==> src/rtl/irq_gather_pkg.sv <==
package irq_gather_pkg;
  localparam int unsigned OFS_CLR = 32'h10;
  localparam int unsigned OFS_DIS = 32'h14;
  localparam int unsigned OFS_STS = 32'h1C;
endpackage

==> src/rtl/irq_gather_sync.sv <==
module irq_gather_sync #(
  parameter int unsigned N_SRC  = 32,
  parameter int unsigned STAGES = 2
) (
  input  logic             clk_i,
  input  logic             rst_ni,
  input  logic [N_SRC-1:0] async_i,
  output logic [N_SRC-1:0] sync_o
);
  logic [STAGES-1:0][N_SRC-1:0] stage_q;

  for (genvar s = 0; s < STAGES; s++) begin : g_stage
    always_ff @(posedge clk_i or negedge rst_ni) begin
      if (!rst_ni) stage_q[s] <= '0;
      else if (s == 0) stage_q[s] <= async_i;
      else stage_q[s] <= stage_q[(s == 0) ? 0 : s-1];
    end
  end

  assign sync_o = stage_q[STAGES-1];
endmodule

==> src/rtl/irq_gather_pend.sv <==
module irq_gather_pend #(
  parameter int unsigned N_SRC = 32
) (
  input  logic             clk_i,
  input  logic             rst_ni,
  input  logic [N_SRC-1:0] sync_i,
  input  logic [N_SRC-1:0] clr_i,
  output logic [N_SRC-1:0] pend_o
);
  logic [N_SRC-1:0] pend_q;

  // clear dominates a same-cycle assertion
  always_ff @(posedge clk_i or negedge rst_ni) begin
    if (!rst_ni) pend_q <= '0;
    else pend_q <= (pend_q | sync_i) & ~clr_i;
  end

  assign pend_o = pend_q;

  AST_CLR_BLOCKS: assert property (@(posedge clk_i) disable iff (!rst_ni)
    (clr_i != '0) |=> ((pend_q & $past(clr_i)) == '0));

  AST_PEND_STICKY: assert property (@(posedge clk_i) disable iff (!rst_ni)
    (($past(pend_q) & ~pend_q & ~$past(clr_i)) == '0));
endmodule

==> src/rtl/irq_gather_regs.sv <==
module irq_gather_regs
  import irq_gather_pkg::*;
#(
  parameter int unsigned N_SRC  = 32,
  parameter int unsigned ADDR_W = 8,
  parameter int unsigned DATA_W = 32
) (
  input  logic              clk_i,
  input  logic              rst_ni,
  input  logic              wr_en_i,
  input  logic              rd_en_i,
  input  logic [ADDR_W-1:0] addr_i,
  input  logic [DATA_W-1:0] wdata_i,
  input  logic [N_SRC-1:0]  status_i,
  output logic [N_SRC-1:0]  clr_o,
  output logic [N_SRC-1:0]  dis_o,
  output logic [DATA_W-1:0] rdata_o,
  output logic              rvalid_o
);
  localparam logic [ADDR_W-1:0] A_CLR = ADDR_W'(OFS_CLR);
  localparam logic [ADDR_W-1:0] A_DIS = ADDR_W'(OFS_DIS);
  localparam logic [ADDR_W-1:0] A_STS = ADDR_W'(OFS_STS);

  logic [N_SRC-1:0]  clr_q, dis_q;
  logic [DATA_W-1:0] rd_mux, rdata_q;
  logic              rvalid_q;
  logic              hit_clr, hit_dis, hit_sts;

  assign hit_clr = (addr_i == A_CLR);
  assign hit_dis = (addr_i == A_DIS);
  assign hit_sts = (addr_i == A_STS);

  always_ff @(posedge clk_i or negedge rst_ni) begin
    if (!rst_ni) begin
      clr_q <= '0;
      dis_q <= '1;
    end else if (wr_en_i) begin
      if (hit_clr) clr_q <= wdata_i[N_SRC-1:0];
      if (hit_dis) dis_q <= wdata_i[N_SRC-1:0];
    end
  end

  always_comb begin
    rd_mux = '0;
    if (hit_clr)      rd_mux = DATA_W'(clr_q);
    else if (hit_dis) rd_mux = DATA_W'(dis_q);
    else if (hit_sts) rd_mux = DATA_W'(status_i);
  end

  always_ff @(posedge clk_i or negedge rst_ni) begin
    if (!rst_ni) begin
      rdata_q  <= '0;
      rvalid_q <= 1'b0;
    end else begin
      rvalid_q <= rd_en_i;
      if (rd_en_i) rdata_q <= rd_mux;
    end
  end

  assign clr_o    = clr_q;
  assign dis_o    = dis_q;
  assign rdata_o  = rdata_q;
  assign rvalid_o = rvalid_q;

  AST_RVALID_LAT: assert property (@(posedge clk_i) disable iff (!rst_ni)
    rd_en_i |=> rvalid_o);

  AST_UNMAPPED_ZERO: assert property (@(posedge clk_i) disable iff (!rst_ni)
    (rd_en_i && !hit_clr && !hit_dis && !hit_sts) |=> (rdata_o == '0));

  AST_WR_OTHER_KEEP: assert property (@(posedge clk_i) disable iff (!rst_ni)
    (wr_en_i && !hit_clr && !hit_dis) |=> ($stable(clr_q) && $stable(dis_q)));
endmodule

==> src/rtl/irq_gather.sv <==
module irq_gather #(
  parameter int unsigned N_SRC       = 32,
  parameter int unsigned ADDR_W      = 8,
  parameter int unsigned DATA_W      = 32,
  parameter int unsigned SYNC_STAGES = 2
) (
  input  logic              clk_i,
  input  logic              rst_ni,
  input  logic [N_SRC-1:0]  src_i,
  input  logic              wr_en_i,
  input  logic              rd_en_i,
  input  logic [ADDR_W-1:0] addr_i,
  input  logic [DATA_W-1:0] wdata_i,
  output logic [DATA_W-1:0] rdata_o,
  output logic              rvalid_o,
  output logic              irq_o
);
  logic [N_SRC-1:0] src_sync, pend, clr, dis, status;
  logic             irq_q;

  irq_gather_sync #(.N_SRC(N_SRC), .STAGES(SYNC_STAGES)) u_sync (
    .clk_i(clk_i), .rst_ni(rst_ni), .async_i(src_i), .sync_o(src_sync)
  );

  irq_gather_pend #(.N_SRC(N_SRC)) u_pend (
    .clk_i(clk_i), .rst_ni(rst_ni), .sync_i(src_sync), .clr_i(clr), .pend_o(pend)
  );

  irq_gather_regs #(.N_SRC(N_SRC), .ADDR_W(ADDR_W), .DATA_W(DATA_W)) u_regs (
    .clk_i(clk_i), .rst_ni(rst_ni), .wr_en_i(wr_en_i), .rd_en_i(rd_en_i),
    .addr_i(addr_i), .wdata_i(wdata_i), .status_i(status),
    .clr_o(clr), .dis_o(dis), .rdata_o(rdata_o), .rvalid_o(rvalid_o)
  );

  assign status = pend & ~dis;

  always_ff @(posedge clk_i or negedge rst_ni) begin
    if (!rst_ni) irq_q <= 1'b0;
    else irq_q <= |status;
  end

  assign irq_o = irq_q;

  AST_IRQ_RISE_SRC: assert property (@(posedge clk_i) disable iff (!rst_ni)
    $rose(irq_o) |-> ($past(pend & ~dis) != '0));

  AST_IRQ_DIS_ALL: assert property (@(posedge clk_i) disable iff (!rst_ni)
    ($past(dis) == '1) |-> !irq_o);
endmodule

==> config.mk <==
export PLATFORM = sky130hd
export DESIGN_NAME = irq_gather
export DESIGN_NICKNAME = d
export VERILOG_FILES = /design/src/rtl/irq_gather_pkg.sv /design/src/rtl/irq_gather_sync.sv /design/src/rtl/irq_gather_pend.sv /design/src/rtl/irq_gather_regs.sv /design/src/rtl/irq_gather.sv
export SDC_FILE = /design/constraint.sdc
export NUM_CORES = 1
export LEC_CHECK = 0
export BUFFER_PORTS_ARGS = -buffer_cell sky130_fd_sc_hd__buf_4
export CAP_MARGIN = 20
export CORE_MARGIN = 3
export CORE_UTILIZATION = 39
export DETAILED_ROUTE_END_ITERATION = 10
export MAX_ROUTING_LAYER = met4
export PLACE_DENSITY = 0.56
export SLEW_MARGIN = 20
export SYNTH_ARGS = -nofsm -noshare
export SYNTH_HDL_FRONTEND = slang
export SYNTH_SLANG_ARGS = --single-unit
==> constraint.sdc <==
create_clock -name clk_i -period 2.2 [get_ports clk_i]
set_input_delay 0.22 -clock clk_i [delete_from_list [all_inputs] [get_ports clk_i]]
set_output_delay 0.22 -clock clk_i [all_outputs]
set_load 0.01 [all_outputs]
# Word level (Yosys, flattened, before mapping)
# Cells that the tools add are included.
# W data, S select, Z words.
# totals
elab_cells,22
regBits,194
inputBits,76
out_inout_bits,34
# op_classes
n_reduce_logical,3
muxes,3
n_eq_ne,3
bitwise,5
# ops
op,count
$mux W32,3
$and A32 B32 Y32,2
$not A32 Y32,2
$or A32 B32 Y32,1
$reduce_or A32 Y1,1
$eq A8 B5 Y1 const B,3
$reduce_and A2 Y1,2

# Depth between registers and ports, before layout
# Gate-level depths: netlist of run 1.
# depth
depth_word,5
mapped_depth,6
depth_no_buf,4

# Hierarchy
# A second synthesis of run 1 with hierarchy kept.
# unflattened
hier_cells,524
hier_area_um2,7907.6
# modules_own_cells
module,cells_each,area_each_um2,instances,seq_area_each_um2
irq_gather_regs,320,4528.1,1,2467.4
irq_gather_sync,96,1841.8,1,1601.5
irq_gather_pend,64,1121.1,1,800.8
irq_gather,44,416.6,1,25.0

# Worst setup path after synthesis of run 1
# No wires, ideal clock.
# synth_path
path_kind,input to register
from,input port addr_i[7]
to,"register u_regs.dis_q[10], in the netlist u_regs.dis_o[10]"
arrival_time_ps,1731
n_path_buf,1
path_slack_ps,387
t_required_ps,2118
cell_stages,4
setup_ps,82
path_cell_list,or4_4 nor4_4 buf_2 mux2_2
# synth_between
elab_chain_len,2
# synth_lines
item,line,source
"start, declared",irq_gather.sv:12,"input logic [ADDR_W-1:0] addr_i,"
$eq A8 B5 Y1,irq_gather_regs.sv:30,assign hit_dis = (addr_i == A_DIS);
$reduce_and A2 Y1 (no source line),n/a,
"end signal, assigned",irq_gather_regs.sv:39,if (hit_dis) dis_q <= wdata_i[N_SRC-1:0];
"end, declared",irq_gather_regs.sv:24,"logic [N_SRC-1:0] clr_q, dis_q;"
# Every way passes these cells.
# A chain may end at the register's enable or synchronous reset.

# Final worst setup path of run 1
# layout_path
from,input port addr_i[7]
to,"register u_regs.clr_q[24], in the netlist u_regs.clr_o[24]"
# layout_between
elab_chain_len,2
# layout_lines
item,line,source
$eq A8 B5 Y1,irq_gather_regs.sv:29,assign hit_clr = (addr_i == A_CLR);
$reduce_and A2 Y1 (no source line),n/a,
"end signal, assigned",irq_gather_regs.sv:38,if (hit_clr) clr_q <= wdata_i[N_SRC-1:0];
"end, declared",irq_gather_regs.sv:24,
# Every way passes these cells.

==> summary.txt, run 1 <==
Logic synthesis
  – Compound-Gate Fraction of Synth Area: 0.0845
  – Adder-Cell Fraction of Synth Area: 0
  – Synthesized-area fraction occupied by and/or/nand/nor cells: 0.123
  – Cell area after synthesis: 7400 µm²
  – Mean Syn Cell Area: 12.4 µm²
  – Post-Synthesis Cells: 598
  – Synth warn: 0
  – Largest family of logic cells by synthesized area: simple AND/OR/NAND/NOR gates
  – Netlist cell types: 22
  – Post-Synth XOR/XNOR Area: 0
  – Syn_nets: 674
  – Register bit total from synthesis: 194
  – Sequential share of the synthesized area: 0.661
  – Multiplexer share of the synthesized area: 0.0973

Worst setup path
  – Nature of the critical path startpoint: primary input
  – Crit-path max FO: 19
  – Crit. End Element: register
  – CP arrival: 1.90 ns
  – Worst EP required: 2.50 ns
  – Setup CP Type: primary input to register

Die
  – Core box area: 18300 µm²
  – Std cell rows: 49
  – DIE WIDTH: 144 µm
  – Initial Util: 0.404
  – Die Area: 20700 µm²
  – Vert. Die Dim: 144 µm
  – I/O pins: 110

Placement
  – Hpwl dp: 12000 µm
  – Port Buffer Count: 109
  – Setup slack at placement: 0.163 ns
  – Placed Area: 8590 µm²
  – RePlAce Congestion: 0.805

Final layout
  – Commonest non-fill, non-tap cells in the layout: dfrtp_1, buf_4, nor2_1
  – Area growth syn-to-layout: 28.5%
  – Post-route cell area: 9510 µm²
  – Layout cells sized above 1: 0.300
  – Commonest non-fill, non-tap cell in the layout: dfrtp_1
  – Layout net count: 829
  – # diodes: 0
  – Finished Core Util: 0.519
  – Filler instances: 1606

CTS
  – Clock latency on the worst-skew pair: 0.43 ns
  – CTS clk-pin slew, worst paths: 0.07 ns
  – CTS tree: built
  – H-tree levels: 4
  – Num CTS Buffers: 17
  – Postcts setup bufs: 0
  – CTS sink cnt: 194
  – Clk root buf: clkbuf_16
  – Max clock buf depth: 2

Drt
  – DR DRC count: 0
  – 1st-iter DRT viols: 234
  – M1 WL: 8100 µm
  – WL final: 17700 µm
  – Highest Signal Layer: met4
  – Routed wl met2: 8380 µm
  – Antenna Nets Post-Route: 0
  – Met3 wire length: 932 µm
  – Vias: 5027
  – WL/cell: 17.7 µm
  – Vias/cell: 5.05
  – Iteration count of the initial detailed-routing pass: 5

Timing
  – Worst-Margin Slew: 0.559 ns
  – Clock skew: 0.00675 ns
  – Final period utilization: 0.728
  – Fmax: 625 MHz
  – Final TNS setup: 0 ns
  – Final hold vios: 0
  – Slew Limit Fails: 0
  – Setup violations, final: 0
  – RSZ-0062 raised after global routing: no
  – Fin worst setup slack: 0.599 ns
  – Slew HR: 0.628
  – WHS: 0.0208 ns
  – Final min period: 1.60 ns

Global routing
  – Vias in the first global route: 5216
  – Global-route wire length before repair: 28000 µm
  – Gr ovfl total: 0
  – Antenna violations before repair: 0
  – Overall Global Routing Usage: 0.183
  – Pin count of the biggest net entering global routing: 68

Power and ir drop
  – Pwr Density: 790 nW/µm²
  – Peak supply drop: 523 µV
  – Pleak: 4.27 nW

Hold path
  – HP Class: primary input to register

Job
  – Max cap viols: 0

Status
  – Status: finished clean
-- Yosys cell counts --
cell type / instances / area share
a211oi_1: 12 / 0.012
a21oi_1: 32 / 0.022
a311oi_1: 20 / 0.024
and2_1: 1 / 0.00085
buf_1: 3 / 0.0015
buf_2: 10 / 0.0068
clkbuf_1: 18 / 0.0091
dfrtp_1: 162 / 0.55
dfstp_2: 32 / 0.11
inv_1: 33 / 0.017
mux2_1: 32 / 0.049
mux2_2: 32 / 0.049
nand2_1: 3 / 0.0015
nand2_2: 1 / 0.00085
nand2b_1: 33 / 0.028
nand4_1: 8 / 0.0068
nor2_1: 97 / 0.049
nor2b_1: 32 / 0.027
nor4_1: 2 / 0.0017
nor4_4: 2 / 0.0057
o22ai_1: 32 / 0.027
or4_4: 1 / 0.0015
-- worst max-delay path, cell delays in order --
cell     delay, ns
buf_4         0.11
or4_4         0.58
nor4_4        0.29
nand2_2       0.09
buf_4         0.25
mux2_1        0.37
-- worst paths after layout --
path | from | end | slack, ns | cells past startpoint
worst max-delay path | addr_i[7] | u_regs.clr_o[24] | 0.60 | 6
worst min-delay path | wdata_i[17] | u_regs.clr_o[17] | 0.02 | 2
worst max register to register | u_regs.dis_o[12] | irq_o | 0.75 | 4
worst min register to register | u_sync.stage_q[12] | u_sync.sync_o[12] | 0.35 | 0
max in group asynchronous | rst_ni | u_regs.dis_o[17] | 1.10 | 3
min in group asynchronous | rst_ni | u_sync.sync_o[6] | 0.35 | 2
-- per-layer routing --
metal / up-vias / track usage
li1: 2353 / -
met1: 2522 / 0.248
met2: 135 / 0.278
met3: 17 / 0.0469
met4: 0 / 0.0481
met5: - / -
-- repair_timing --
| item | 4_1_cts | 5_1_grt |
|---|---|---|
| hold buffers | 38 | 0 |
| resized for setup | 0 | 0 |
| endpoints found under the setup margin | 0 | 0 |
| endpoints found under the hold margin | 90 | 0 |
-- power by group --
group | switching (mW) | internal, mW | total (mW)
Clock | 1.36 | 1.49 | 2.85
Sequential | 0.123 | 3.80 | 3.92
Combinational | 0.386 | 0.360 | 0.746
Total | 1.87 | 5.65 | 7.52
-- per-stage QoR --
stage / total power [mW] / cells
5_1_grt: 7.86 / 995
3_3_place_gp: 4.67 / 925
2_1_floorplan: 4.28 / 598
6_report: 7.52 / 995
4_1_cts: 7.63 / 995
3_5_place_dp: 4.69 / 925
-- logic make-up after synthesis --
kind of cell,count (synthesis)
buf+inv,64
simple gates,180
flops,194
compound gates,96
mux,64
-- area by class of cell --
class	instances	area, µm²	share of cell area
multi-input combinational	340	2260	0.238
tap	229	287	0.0301
inverter	33	124	0.0130
timing repair buffer	167	1410	0.148
clock buffer	18	439	0.0462
clock inverter	14	104	0.0109
sequential	194	4890	0.515
-- registers in the layout, summed over array words and instances, names as in the netlist --
| register | cells |
|---|---|
| u_regs.rvalid_o | 1 |
| u_regs.rdata_o | 32 |
| u_regs.dis_o | 32 |
| u_sync.sync_o | 32 |
| u_regs.clr_o | 32 |
| irq_o | 1 |
| u_sync.stage_q | 32 |
| u_pend.pend_o | 32 |
No activity file was read; power rests on OpenSTA's default activity.
==> run 2: changes to the inputs <==
--- a/config.mk
+++ b/config.mk
@@ -5,13 +5,14 @@
 export SDC_FILE = /design/constraint.sdc
 export NUM_CORES = 1
 export LEC_CHECK = 0
+export ABC_AREA = 1
 export BUFFER_PORTS_ARGS = -buffer_cell sky130_fd_sc_hd__buf_4
 export CAP_MARGIN = 20
 export CORE_MARGIN = 3
 export CORE_UTILIZATION = 39
 export DETAILED_ROUTE_END_ITERATION = 10
 export MAX_ROUTING_LAYER = met4
-export PLACE_DENSITY = 0.56
+export PLACE_DENSITY = 0.58
 export SLEW_MARGIN = 20
 export SYNTH_ARGS = -nofsm -noshare
 export SYNTH_HDL_FRONTEND = slang
==> constraint.sdc (replaced) <==
create_clock -name clk_i -period 1.3 [get_ports clk_i]
set_input_delay 0.13 -clock clk_i [delete_from_list [all_inputs] [get_ports clk_i]]
set_output_delay 0.13 -clock clk_i [all_outputs]
set_load 0.01 [all_outputs]
==> run 2 against run 1 <==
Against the previous run: worst hold slack improved by 0.021 ns; sequential cell count unchanged; global-route usage increased by 0.62 points; area after synthesis increased by 6.6%; register-to-register slack got worse by 0.70 ns; cell count increased by 33%; sequential share of layout area decreased by 5.3 points; sequential power increased by 67%; final area increased by 11%; clock skew increased by 0.0015 ns; synthesized cell count increased by 42%; first-iteration DRC count increased by 53%.
==> summary.txt, run 2 <==
CTS
  – CTS sink cnt: 194
  – CTS tree: built
  – CTS clk-pin slew, worst paths: 0.07 ns
  – Clock latency on the worst-skew pair: 0.43 ns
  – Num CTS Buffers: 17
  – Clk root buf: clkbuf_16
  – Max clock buf depth: 2
  – H-tree levels: 4
  – Postcts setup bufs: 0

Die
  – I/O pins: 110
  – DIE WIDTH: 148 µm
  – Core box area: 19700 µm²
  – Std cell rows: 51
  – Initial Util: 0.401
  – Die Area: 22000 µm²
  – Vert. Die Dim: 148 µm

Global routing
  – Gr ovfl total: 0
  – Pin count of the biggest net entering global routing: 65
  – Most Used Layer, Global Route: met2
  – Met3 usage: 0.0417
  – Antenna violations before repair: 0
  – Grt met1 use: 0.250
  – Vias in the first global route: 5960
  – Overall Global Routing Usage: 0.189
  – Met2 Use GR: 0.298
  – Global-route wire length before repair: 31500 µm

Job
  – Max cap viols: 0

Final layout
  – Layout cells sized above 1: 0.257
  – Fin cells: 1321
  – Layout net count: 1119
  – Commonest non-fill, non-tap cells in the layout: nand2_1, dfrtp_1, buf_4
  – Filler instances: 1811
  – Reg area: 4890 µm²
  – Multi-input logic area: 2330 µm²
  – # diodes: 0
  – Commonest non-fill, non-tap cell in the layout: nand2_1
  – Post-route cell area: 10600 µm²
  – Area growth syn-to-layout: 34.4%

Logic synthesis
  – Post-Synthesis Cells: 848
  – Syn_nets: 924
  – Synth Flop Type: dfrtp_1
  – Synth top area cells: dfrtp_1, dfstp_2, nand2_1
  – Top cell type by total area after synthesis: dfrtp_1
  – Ys async rst share: 1.00
  – Sequential share of the synthesized area: 0.620
  – Register bit total from synthesis: 194
  – Count leader, synth: nand2_1
  – Synth top cells by count: nand2_1, dfrtp_1, inv_1
  – Mean Syn Cell Area: 9.30 µm²
  – Post-synth EDFFs: 0
  – Cell area after synthesis: 7890 µm²
  – Synth warn: 0
  – Netlist cell types: 20
  – Synth top area share: 0.514

Worst setup path
  – Nature of the critical path startpoint: register
  – Worst EP required: 1.62 ns
  – CP arrival: 1.57 ns
  – Crit. End Element: register
  – Crit-path max FO: 3
  – Setup CP Type: register to register

Timing
  – Slew HR: 0.780
  – Slew Limit Fails: 0
  – Final min period: 1.25 ns
  – Setup violations, final: 0
  – Final hold vios: 0
  – Fmax: 800 MHz
  – RSZ-0062 raised after global routing: yes
  – Worst-Margin Slew: 0.329 ns
  – WHS: 0.0416 ns
  – Final period utilization: 0.961
  – Clock skew: 0.00821 ns

Placement
  – RePlAce Congestion: 0.795
  – Port Buffer Count: 109
  – Placed Area: 9280 µm²
  – Cells after DPL: 1224
  – Hpwl dp: 12800 µm

Power and ir drop
  – Peak supply drop: 867 µV
  – Total Power: 13.2 mW
  – Pleak: 5.19 nW
  – Pwr Density: 1240 nW/µm²

Status
  – Status: finished clean

Drt
  – Vias/cell: 4.56
  – DR DRC count: 0
  – Iteration count of the initial detailed-routing pass: 5
  – 1st-iter DRT viols: 359
  – Antenna Nets Post-Route: 0
  – WL final: 19100 µm
  – WL/cell: 14.5 µm
  – Vias: 6027

Hold path
  – HP Class: primary input to register
[run 2: cell type report]
cell class | instances | share of cell area
clock buffer | 19 | 0.0418
timing repair buffer | 213 | 0.186
multi-input combinational | 492 | 0.220
clock inverter | 13 | 0.0162
inverter | 125 | 0.0442
sequential | 194 | 0.461
tap | 265 | 0.0313
[run 2: final timing paths]
check	to	start	slack, ns	cells past startpoint
min in group asynchronous	u_sync.stage_q[28]	rst_ni	0.16	2
max in group asynchronous	u_regs.dis_o[23]	rst_ni	0.53	3
worst min-delay path	u_regs.clr_o[20]	wdata_i[20]	0.04	3
worst max-delay path	irq_o	u_regs.dis_o[31]	0.05	7
worst max register to register	irq_o	u_regs.dis_o[31]	0.05	7
worst min register to register	u_sync.sync_o[7]	u_sync.stage_q[7]	0.34	0
[run 2: report_power, final]
part           switching (mW)  internal (mW)  total (mW)
Combinational           0.615          0.538        1.15
Sequential              0.168           6.37        6.54
Clock                    2.36           3.12        5.48
[run 2: worst max-delay path, stage by stage (launching register included)]
cell and delay (ns):
dfstp_2 0.55, inv_2 0.04, nand2_2 0.08, nand2_2 0.08, nor3_4 0.16, nand2_1 0.07
nor2_1 0.10, nand2_1 0.06
[run 2: through the flow]
| step | setup TNS, ns | setup slack [ns] | util |
|---|---|---|---|
| final | 0 | 0.0501 | 0.540 |
| after global routing | -0.0368 | -0.0368 | 0.540 |
| after CTS | 0 | 0.0102 | 0.537 |
| after detailed placement | -0.0359 | -0.0316 | 0.472 |
| after global placement | -0.0550 | -0.0185 | 0.472 |
| after floorplan | 0 | 0.225 | - |
[run 2: cells by family after synthesis]
kind of cell           share of synthesized area
flip-flops                                 0.620
AND/OR/NAND/NOR                            0.208
buffers and inverters                     0.0928
AO/OA/AOI/OAI                             0.0787
[run 2: what timing repair did]
item,in CTS,in global routing
endpoints found under the setup margin,1,1
hold endpoints to repair,260,0
cloned,0,0
hold buffers,65,0
resized for setup,4,20
pin swaps,1,10
[run 2: layer usage]
| metal | up-vias | share of wire |
|---|---|---|
| met5 | - | 0 |
| li1 | 3026 | - |
| met3 | 17 | 0.032 |
| met2 | 117 | 0.48 |
| met1 | 2867 | 0.47 |
| met4 | 0 | 0.013 |
==> run 3: changes to the inputs <==
--- a/config.mk
+++ b/config.mk
@@ -6,13 +6,13 @@
 export NUM_CORES = 1
 export LEC_CHECK = 0
 export ABC_AREA = 1
-export BUFFER_PORTS_ARGS = -buffer_cell sky130_fd_sc_hd__buf_4
 export CAP_MARGIN = 20
 export CORE_MARGIN = 3
 export CORE_UTILIZATION = 39
 export DETAILED_ROUTE_END_ITERATION = 10
+export DONT_BUFFER_PORTS = 1
 export MAX_ROUTING_LAYER = met4
-export PLACE_DENSITY = 0.58
+export PLACE_DENSITY = 0.53
 export SLEW_MARGIN = 20
 export SYNTH_ARGS = -nofsm -noshare
 export SYNTH_HDL_FRONTEND = slang
==> run 3 against run 2 <==
Against the previous run: the flow now finishes with violations (hold timing); global-route usage down 0.84 points; clock skew fell by 0.00058 ns; total power decreased by 3.7%; via count decreased by 6.9%; combinational power fell by 32%; clock power fell by 2%; core utilization fell by 5.2 points; cell count decreased by 9.4%; count of clock-buffer cells in the layout down 1; worst hold slack lost 0.65 ns; critical path depth is the same; critical path type unchanged; largest power group unchanged.
==> summary.txt, run 3 (synthesis gave the netlist of run 2 again) <==
Placement
  – Port Buffer Count: 0
  – RePlAce Congestion: 0.778
  – Hpwl dp: 12100 µm
  – Placed Area: 8280 µm²
  – Cells after DPL: 1099

Timing
  – WHS: -0.609 ns
  – Final TNS setup: 0 ns
  – Worst-Margin Slew: 0.405 ns
  – Final period utilization: 0.968
  – Fmax: 795 MHz
  – Slew HR: 0.729
  – Setup violations, final: 0
  – Clock skew: 0.00764 ns
  – RSZ-0062 raised after global routing: yes
  – Final hold vios: 194
  – Slew Limit Fails: 0
  – Final min period: 1.26 ns

Power and ir drop
  – Switching pwr: 3.07 mW
  – Clock power frac: 0.422
  – Pleak: 4.57 nW
  – Logic gate share of total power: 0.061
  – Seq pwr share: 0.516
  – Pwr Density: 1320 nW/µm²
  – Peak supply drop: 857 µV
  – Internal power: 9.61 mW
  – Switch share: 0.242

Drt
  – DR DRC count: 0
  – Iteration count of the initial detailed-routing pass: 4
  – WL final: 18500 µm
  – Vias/cell: 4.69
  – WL/cell: 15.4 µm
  – Vias: 5613
  – 1st-iter DRT viols: 266
  – Antenna Nets Post-Route: 0

Worst setup path
  – Crit-path max FO: 3
  – R2R cell count: 7
  – Slowest CP cell: dfstp_2
  – Max stage delay on crit path: 0.55 ns
  – Setup CP Type: register to register
  – Cell Chain, Critical Path: inv_1 -> nand2_2 -> nand2_2 -> nor3_4 -> nand2_1 -> nor2_1 -> nand2_1
  – FF-to-FF setup slack: 0.04 ns
  – Reg2reg end: irq_o
  – CP Buf/Inv Count: 1
  – Worst EP required: 1.62 ns
  – R2R Path Start: u_regs.dis_o[29]
  – Crit. path cell count: 7
  – CP arrival: 1.58 ns
  – Nature of the critical path startpoint: register
  – CP delay by family, top: flip-flops
  – Crit. End Element: register

CTS
  – Clk root buf: clkbuf_16
  – CTS clk-pin slew, worst paths: 0.07 ns
  – Post-CTS Hold Fix Bufs: 66
  – Max clock buf depth: 2
  – CTS tree: built
  – CTS sink cnt: 194
  – Clock latency on the worst-skew pair: 0.43 ns
  – Num CTS Buffers: 17
  – H-tree levels: 4

Die
  – Vert. Die Dim: 148 µm
  – Initial Util: 0.401
  – Std cell rows: 51
  – Die Area: 22000 µm²
  – Core box area: 19700 µm²
  – DIE WIDTH: 148 µm
  – I/O pins: 110

Global routing
  – Vias in the first global route: 5559
  – Pin count of the biggest net entering global routing: 195
  – Overall Global Routing Usage: 0.181
  – Antenna violations before repair: 0
  – Gr ovfl total: 0
  – Global-route wire length before repair: 30300 µm

Hold path
  – HP Class: primary input to async pin

Final layout
  – Commonest non-fill, non-tap cell in the layout: nand2_1
  – Finished Core Util: 0.488
  – Fin cells: 1197
  – Post-route cell area: 9590 µm²
  – Layout net count: 995
  – Commonest non-fill, non-tap cells in the layout: nand2_1, dfrtp_1, inv_1
  – Area growth syn-to-layout: 21.6%
  – Layout cells sized above 1: 0.146
  – # diodes: 0

Status
  – Status: finished with violations
  – Failing checks: hold timing

Job
  – Max cap viols: 0
==> run 3: what timing repair did <==
item	4_1_cts	5_1_grt
setup endpoints to repair	1	1
buffers inserted	0	0
hold endpoints to repair	291	194
gates resized for setup	3	11
pin swaps	0	2
==> run 3: cell type report <==
cell class / count / area, µm²
clock buffer: 18 / 429
multi-input combinational: 492 / 2320
inverter: 125 / 469
fill: 1923 / 10100
tap: 265 / 332
sequential: 194 / 4890
clock inverter: 14 / 166
timing repair buffer: 89 / 983
==> run 3: worst max path at each step <==
| stage | start | slack, ns | end |
|---|---|---|---|
| detailed placement | u_regs.dis_o[29] | -0.09 | irq_o |
| CTS | u_regs.dis_o[24] | 0.02 | irq_o |
| global route | u_regs.dis_o[29] | -0.02 | irq_o |
| global placement | u_regs.dis_o[29] | -0.07 | irq_o |
| floorplan | u_regs.dis_o[11] | 0.23 | irq_o |
| finish | u_regs.dis_o[29] | 0.04 | irq_o |
==> run 3: power groups by stage <==
stage                     clock [mW]  sequential (mW)  combinational, mW
after CTS                       5.54             6.54              0.768
final                           5.36             6.54              0.779
after global routing            5.76             6.58              0.889
after detailed placement           0             6.66              0.599
after global placement             0             6.65              0.592
after floorplan                    0             6.60              0.452
==> run 3: through the flow <==
| step | power (mW) | setup slack [ns] |
|---|---|---|
| 2_1_floorplan | 7.05 | 0.225 |
| 3_3_place_gp | 7.24 | -0.0651 |
| 3_5_place_dp | 7.26 | -0.0935 |
| 4_1_cts | 12.8 | 0.0250 |
| 5_1_grt | 13.2 | -0.0188 |
| 6_report | 12.7 | 0.0418 |
==> run 3: per-layer routing <==
metal	wire length, µm	up-vias	track usage
met1	8860	2681	0.250
met3	892	10	0.0454
met5	0	-	-
met4	148	0	0.0406
li1	-	2792	-
met2	8550	130	0.273
==> run 3: worst reg2reg max path, stage by stage, from the launching register on <==
cell and delay [ns]:
dfstp_2 0.55, inv_1 0.05, nand2_2 0.09, nand2_2 0.11, nor3_4 0.15, nand2_1 0.07
nor2_1 0.08, nand2_1 0.05
